`src/rtl/tozd_pkg.sv`:
```
package tozd_pkg;
  localparam int unsigned NLANE = 2;
  localparam int unsigned PTR_W = 1;

  typedef logic [NLANE-1:0] lane_vec_t;

  typedef enum logic {
    OP_INC = 1'b0,
    OP_DEC = 1'b1
  } op_e;
endpackage

```
`src/rtl/tozd_bit_cell.sv`:
```
// One bit of a lane's count plus its sticky flag (all higher bits zero).
module tozd_bit_cell
  import tozd_pkg::*;
#(
  parameter bit IS_TOP = 1'b0
) (
  input  logic clk,
  input  logic rst_n,
  input  logic act_i,
  input  op_e  op_i,
  input  logic ret_vld_i,
  input  logic ret_sz_i,
  output logic val_o,
  output logic sz_o,
  output logic fwd_o,
  output logic ret_vld_o,
  output logic ret_sz_o
);
  logic val_q, val_d;
  logic fwd_q, fwd_d;
  logic carry;

  // A carry leaves this cell on an increment of 1 or a decrement of 0.
  always_comb begin
    carry = (op_i == OP_DEC) ? ~val_q : val_q;
    val_d = act_i ? ~val_q : val_q;
    fwd_d = act_i & carry & ~IS_TOP;
  end

  // The lower neighbour's sticky flag: zero when this cell forwards
  // (a one will remain above it), otherwise this cell's new state.
  assign ret_vld_o = act_i;
  assign ret_sz_o  = (op_i == OP_DEC) & ~carry & sz_o;
  assign val_o     = val_q;
  assign fwd_o     = fwd_q;

  always_ff @(posedge clk or negedge rst_n) begin
    if (!rst_n) begin
      val_q <= 1'b0;
      fwd_q <= 1'b0;
    end else begin
      val_q <= val_d;
      fwd_q <= fwd_d;
    end
  end

  generate
    if (IS_TOP) begin : g_top
      logic unused_ret;
      assign unused_ret = ret_vld_i ^ ret_sz_i;
      assign sz_o = 1'b1;
    end else begin : g_mid
      logic sz_q, sz_d;
      always_comb begin
        sz_d = ret_vld_i ? ret_sz_i : sz_q;
      end
      always_ff @(posedge clk or negedge rst_n) begin
        if (!rst_n) sz_q <= 1'b1;
        else        sz_q <= sz_d;
      end
      assign sz_o = sz_q;
    end
  endgenerate
endmodule

```
`src/rtl/tozd_lane.sv`:
```
// One interleaved counter: a chain of bit cells, one command in flight.
module tozd_lane
  import tozd_pkg::*;
#(
  parameter int unsigned CNT_W = 4
) (
  input  logic clk,
  input  logic rst_n,
  input  logic start_i,
  input  op_e  op_i,
  output logic zero_o,
  output logic busy_o
);
  localparam int unsigned TOP = CNT_W - 1;

  logic [CNT_W-1:0] val, sz, fwd, ret_vld, ret_sz;
  op_e op_q, op_d;

  always_comb begin
    op_d = start_i ? op_i : op_q;
  end

  always_ff @(posedge clk or negedge rst_n) begin
    if (!rst_n) op_q <= OP_INC;
    else        op_q <= op_d;
  end

  generate
    for (genvar i = 0; i < CNT_W; i++) begin : g_cell
      logic act, rv_in, rs_in;
      op_e  op_c;
      if (i == 0) begin : g_lo
        assign act  = start_i;
        assign op_c = op_i;
      end else begin : g_hi
        assign act  = fwd[i-1];
        assign op_c = op_q;
      end
      if (i == TOP) begin : g_cap
        assign rv_in = 1'b0;
        assign rs_in = 1'b0;
      end else begin : g_link
        assign rv_in = ret_vld[i+1];
        assign rs_in = ret_sz[i+1];
      end
      tozd_bit_cell #(.IS_TOP(i == TOP)) u_cell (
        .clk      (clk),
        .rst_n    (rst_n),
        .act_i    (act),
        .op_i     (op_c),
        .ret_vld_i(rv_in),
        .ret_sz_i (rs_in),
        .val_o    (val[i]),
        .sz_o     (sz[i]),
        .fwd_o    (fwd[i]),
        .ret_vld_o(ret_vld[i]),
        .ret_sz_o (ret_sz[i])
      );
    end
  endgenerate

  assign busy_o = |fwd;
  assign zero_o = ~val[0] & sz[0];

  logic unused_obs;
  assign unused_obs = ^{ret_vld[0], ret_sz[0], val, sz};

  // only one carry front moves through the chain at a time
  a_r5_single_front: assert property (@(posedge clk) disable iff (!rst_n)
    $onehot0(fwd));

  // a command is only started on an idle lane
  a_r7_start_idle: assert property (@(posedge clk) disable iff (!rst_n)
    start_i |-> !busy_o);

  generate
    for (genvar i = 0; i < TOP; i++) begin : g_chk
      // sticky flag matches the higher bits once the lane is idle
      a_r4_sticky: assert property (@(posedge clk) disable iff (!rst_n)
        !busy_o |-> (sz[i] == ~|val[TOP:i+1]));
    end
  endgenerate
endmodule

```
`src/rtl/tozd_steer.sv`:
```
// Lane steering, stall handshake, cancellation and underflow detection.
module tozd_steer
  import tozd_pkg::*;
(
  input  logic      clk,
  input  logic      rst_n,
  input  logic      ent_valid_i,
  input  logic      ext_valid_i,
  input  lane_vec_t busy_i,
  input  lane_vec_t zero_i,
  output logic      ent_ready_o,
  output logic      ext_ready_o,
  output lane_vec_t start_o,
  output lane_vec_t dec_o,
  output logic      err_o
);
  logic [PTR_W-1:0] ent_ptr_q, ent_ptr_d, ext_ptr_q, ext_ptr_d;
  logic err_q, err_d;
  logic acc_e, acc_x, cancel, uflow;

  always_comb begin
    ent_ready_o = ~busy_i[ent_ptr_q];
    ext_ready_o = ~busy_i[ext_ptr_q];
    acc_e  = ent_valid_i & ent_ready_o;
    acc_x  = ext_valid_i & ext_ready_o;
    cancel = acc_e & acc_x & (ent_ptr_q == ext_ptr_q);
    uflow  = acc_x & ~cancel & zero_i[ext_ptr_q];
    ent_ptr_d = acc_e ? ent_ptr_q + 1'b1 : ent_ptr_q;
    ext_ptr_d = (acc_x & ~uflow) ? ext_ptr_q + 1'b1 : ext_ptr_q;
    err_d = uflow;
  end

  generate
    for (genvar l = 0; l < NLANE; l++) begin : g_sel
      logic hit_e, hit_x;
      assign hit_e = acc_e & (ent_ptr_q == PTR_W'(l));
      assign hit_x = acc_x & ~uflow & (ext_ptr_q == PTR_W'(l));
      assign start_o[l] = ~cancel & (hit_e | hit_x);
      assign dec_o[l]   = ~cancel & hit_x;
    end
  endgenerate

  always_ff @(posedge clk or negedge rst_n) begin
    if (!rst_n) begin
      ent_ptr_q <= '0;
      ext_ptr_q <= '0;
      err_q     <= 1'b0;
    end else begin
      ent_ptr_q <= ent_ptr_d;
      ext_ptr_q <= ext_ptr_d;
      err_q     <= err_d;
    end
  end

  assign err_o = err_q;

  // every accepted entry moves the entry steering to the other lane
  a_r6_ent_alternate: assert property (@(posedge clk) disable iff (!rst_n)
    (ent_valid_i && ent_ready_o) |=> (ent_ptr_q != $past(ent_ptr_q)));

  // a dropped exit leaves the exit steering where it was
  a_r8_uflow_hold: assert property (@(posedge clk) disable iff (!rst_n)
    err_q |-> (ext_ptr_q == $past(ext_ptr_q)));
endmodule

```
`src/rtl/tok_occ_zdet.sv`:
```
module tok_occ_zdet
  import tozd_pkg::*;
#(
  parameter int unsigned CNT_W = 4
) (
  input  logic clk,
  input  logic rst_n,
  input  logic ent_valid,
  output logic ent_ready,
  input  logic ext_valid,
  output logic ext_ready,
  output logic empty,
  output logic err_underflow
);
  logic rst_q1, rst_q2, rst_n_int;
  lane_vec_t busy, zero, start, dec;

  // asynchronous assert, synchronous release
  always_ff @(posedge clk or negedge rst_n) begin
    if (!rst_n) begin
      rst_q1 <= 1'b0;
      rst_q2 <= 1'b0;
    end else begin
      rst_q1 <= 1'b1;
      rst_q2 <= rst_q1;
    end
  end
  assign rst_n_int = rst_q2;

  tozd_steer u_steer (
    .clk        (clk),
    .rst_n      (rst_n_int),
    .ent_valid_i(ent_valid),
    .ext_valid_i(ext_valid),
    .busy_i     (busy),
    .zero_i     (zero),
    .ent_ready_o(ent_ready),
    .ext_ready_o(ext_ready),
    .start_o    (start),
    .dec_o      (dec),
    .err_o      (err_underflow)
  );

  generate
    for (genvar l = 0; l < NLANE; l++) begin : g_lane
      tozd_lane #(.CNT_W(CNT_W)) u_lane (
        .clk    (clk),
        .rst_n  (rst_n_int),
        .start_i(start[l]),
        .op_i   (dec[l] ? OP_DEC : OP_INC),
        .zero_o (zero[l]),
        .busy_o (busy[l])
      );
    end
  endgenerate

  assign empty = (&zero) & ~(|busy);

  // a lone accepted entry leaves the pipeline non-empty
  a_r1_entry_nonempty: assert property (@(posedge clk) disable iff (!rst_n_int)
    (ent_valid && ent_ready && !(ext_valid && ext_ready)) |=> !empty);

  // entry and exit together at zero occupancy cancel
  a_r2_cancel_keep: assert property (@(posedge clk) disable iff (!rst_n_int)
    (ent_valid && ent_ready && ext_valid && ext_ready && empty) |=> empty);

  // the underflow pulse only follows an exit at an empty pipeline
  a_r8_uflow_cause: assert property (@(posedge clk) disable iff (!rst_n_int)
    err_underflow |-> $past(ext_valid && ext_ready && empty && !ent_valid));
endmodule

```
`config.mk`:
```
export PLATFORM = sky130hd
export DESIGN_NAME = tok_occ_zdet
export DESIGN_NICKNAME = d
export VERILOG_FILES = /design/src/rtl/tozd_pkg.sv /design/src/rtl/tozd_bit_cell.sv /design/src/rtl/tozd_lane.sv /design/src/rtl/tozd_steer.sv /design/src/rtl/tok_occ_zdet.sv
export SDC_FILE = /design/constraint.sdc
export NUM_CORES = 1
export LEC_CHECK = 0
export ABC_AREA = 1
export ABC_CLOCK_PERIOD_IN_PS = 1300
export CELL_PAD_IN_SITES_DETAIL_PLACEMENT = 1
export CELL_PAD_IN_SITES_GLOBAL_PLACEMENT = 2
export CORE_UTILIZATION = 30
export CTS_BUF_LIST = sky130_fd_sc_hd__clkbuf_8 sky130_fd_sc_hd__clkbuf_16
export CTS_CLUSTER_DIAMETER = 200
export CTS_CLUSTER_SIZE = 10
export DETAILED_ROUTE_END_ITERATION = 10
export PLACE_DENSITY = 0.69
export SYNTH_ARGS = -nofsm -noshare
export SYNTH_HDL_FRONTEND = slang
export SYNTH_HIERARCHICAL = 1
export SYNTH_SLANG_ARGS = --single-unit
```
`constraint.sdc`:
```
create_clock -name clk -period 1.3 [get_ports clk]
set_input_delay 0.195 -clock clk [delete_from_list [all_inputs] [get_ports clk]]
set_output_delay 0.195 -clock clk [all_outputs]
set_load 0.005 [all_outputs]
```
==> results by group <==
Run status
  • Status: finished, violations left
  • Violations in the final reports: setup timing

Floorplanning
  • Full die area: 5090 um^2
  • Core area: around 4500 um^2
  • # rows: 24
  • Ports: 8
  • Die Wd: roughly 71 um
  • Effective utilization at floorplan: 32.2%
  • Die Y: between 70 and 80 um

Timing
  • Max Clk Rate: 596 MHz
  • Hold_ws: 71.6 ps
  • Tcrit/Tclk final: 129%
  • Setup violations, final: 12
  • Clock skew: about 2.3 ps
  • Final WS setup: -379 ps
  • Post-route minimum period: ~1700 ps
  • RSZ-0062 raised after global routing: yes
  • Hold Vio Cnt, Final: 0
  • Final Slew Violations: 0

Placed design
  • Gpl congestion: 0.723
  • IO Port Bufs: 7
  • Final HPWL from detailed placement: 2340 um

GRT
  • Largest net degree at the start of global routing: 26
  • Initial antenna violation count: 0
  • First-pass GRT wire length: ~5900 um
  • Tot GR Track Use: approximately 15%
  • Vias in the first global route: between 1000 and 1500
  • GR Overflow Total: 0

Logic synthesis
  • Mapped cell area: 1440 um^2
  • YS warnings: 6
  • Synth Net Count: about 210
  • Synthesized area per cell: 7.25 um^2
  • Syn Inst Count: 199

Final layout
  • Antenna cells: 0
  • Most frequent cells in the layout: 68 x nand2_1, 42 x inv_1, 28 x buf_4
  • Fin nets: around 250
  • Area Growth Syn to Fin: 38.1%
  • Most common cell after layout, fill and taps aside: nand2_1
  • Share of layout cells above drive strength 1: a little over a third

Clock network
  • Num CTS Buffers: 3
  • CTS tree: done
  • Root Driver: clkbuf_8
  • H-Tree Depth: 1
  • Clock Path Buffers: 2
  • CTS sink count: 27
  • Cts hold-fix bufs: 0
  • Insertion delay to the later sink of the worst-skew pair: between 200 and 300 ps
  • Clk slew on worst S/H paths: around 90 ps

Setup path
  • Slowest-stage cell, CP: dfrtp_1
  • Critical path startpoint category: flip-flop
  • Crit path cell chain: nor2_2, nand2_2, buf_6, inv_2, nand2_2, nand2_4, nand3_4, nand4_1, inv_1, ha_1, nand2_1, inv_1
  • CP endpoint kind: flip-flop
  • Biggest cell delay along the critical path: ~400 ps
  • RR Endpoint: g_lane[1].u_lane/g_cell[0].u_cell/fwd_o
  • Critical Path Fanout Max: 4
  • WS Path Type: reg2reg
  • Critical Path AT: 1850 ps
  • Worst EP required: approximately 1500 ps
  • Reg2reg path depth: 12
  • Setup slack, reg-to-reg: -380 ps
  • Launching point of the worst reg2reg path: g_lane[1].u_lane/g_cell[0].u_cell/fwd_o

Detailed routing
  • Vias after detailed routing: 1234
  • Drt first pass iters: 4
  • Total Wirelength: around 3400 um
  • Final ANT Viol Nets: 0
  • Initial DRC Count: 26
  • Drt drc: 0
  • Vias per cell: 4.27
  • Routed len/inst: ~12 um

Power
  • Power consumption: around 4.0 mW
  • Sw Ratio: 40.4%
  • Power Internal: 2.39 mW
  • Combinational share of power: between 50% and 60%
  • Reg power frac: a little over a third
  • Leakage: 1.15 nW
  • VDD IR max: around 0.83 mV
  • Switch Pwr: 1.62 mW
  • Clk pwr share: a little under an eighth
  • Pwr Density: roughly 2000 nW/um^2

Hold path
  • Hold crit path type: in2async

Run
  • Max cap viols: 0
[critical path, delay by kind of cell, from the launching register on]
family,cells,cell delay [ps]
buffers and inverters,4,280
AND/OR/NAND/NOR,7,620
flip-flops,1,400
adder cells (fa/ha/maj),1,270
[flip-flops by register name, indices dropped and copies added, names as in the netlist]
| signal | cells |
|---|---|
| u_steer/ext_ptr_q | 1 |
| g_lane.u_lane/g_cell.u_cell/sz_o | 6 |
| g_lane.u_lane/g_cell.u_cell/fwd_o | 6 |
| rst_n_int | 1 |
| u_steer/ent_ptr_q | 1 |
| g_lane.u_lane/g_cell.op_c | 2 |
| g_lane.u_lane/g_cell.u_cell/val_o | 8 |
| u_steer/err_o | 1 |
| rst_q1 | 1 |
[layout make-up]
cell class | count | area, um^2
fill | 550 | 2480
sequential | 27 | 684
multi-input combinational | 113 | 644
timing repair buffer | 42 | 355
inverter | 51 | 196
tap | 52 | 65.1
clock buffer | 3 | 41.3
clock inverter | 1 | 5.00
[power by group through the flow]
stage,Combinational [mW],Sequential [mW],Clock (mW)
global route,2.35,1.50,0.549
CTS,1.71,1.46,0.523
detailed placement,1.42,1.45,0
floorplan,0.898,1.42,0
global placement,1.32,1.43,0
finish,2.07,1.45,0.482
[worst max path at each step]
stage | end | start | slack, ps | cells after the start
2_1_floorplan | g_lane[1].u_lane/g_cell[0].u_cell/fwd_o | g_lane[0].u_lane/g_cell[0].u_cell/fwd_o | -190 | 11
3_3_place_gp | g_lane[1].u_lane/g_cell[0].u_cell/fwd_o | ent_valid | -330 | 9
3_5_place_dp | g_lane[0].u_lane/g_cell[0].u_cell/fwd_o | ent_valid | -390 | 9
4_1_cts | g_lane[0].u_lane/g_cell[0].u_cell/fwd_o | g_lane[1].u_lane/g_cell[1].u_cell/fwd_o | -400 | 12
5_1_grt | g_lane[1].u_lane/g_cell[0].u_cell/fwd_o | g_lane[0].u_lane/g_cell[1].u_cell/fwd_o | -530 | 12
6_report | g_lane[1].u_lane/g_cell[0].u_cell/fwd_o | g_lane[1].u_lane/g_cell[0].u_cell/fwd_o | -380 | 12
[per-stage QoR]
step,instance area [um^2],setup WS [ps],util [%],TNS (ps),instances
final,1990,-379,44.5,-3120,289
after global routing,1990,-525,44.5,-4430,289
after CTS,1860,-400,41.5,-3170,283
after detailed placement,1650,-392,36.9,-3240,267
after global placement,1650,-328,36.9,-2770,267
after floorplan,1450,-190,-,-744,199
[metal layers]
layer,GRT usage (%),wire [um],vias to the layer above
met5,0,0,-
met4,5.11,27,0
met3,1.97,51,2
met2,27.3,1850,8
met1,17.4,1500,595
li1,-,-,629
[repair_timing]
item / 4_1_cts / 5_1_grt
pin swaps: 12 / 10
setup buffers: 14 / 7
resized for setup: 42 / 23
setup endpoints to repair: 12 / 12
gates cloned: 0 / 0
(Power assumes the default switching activity.)
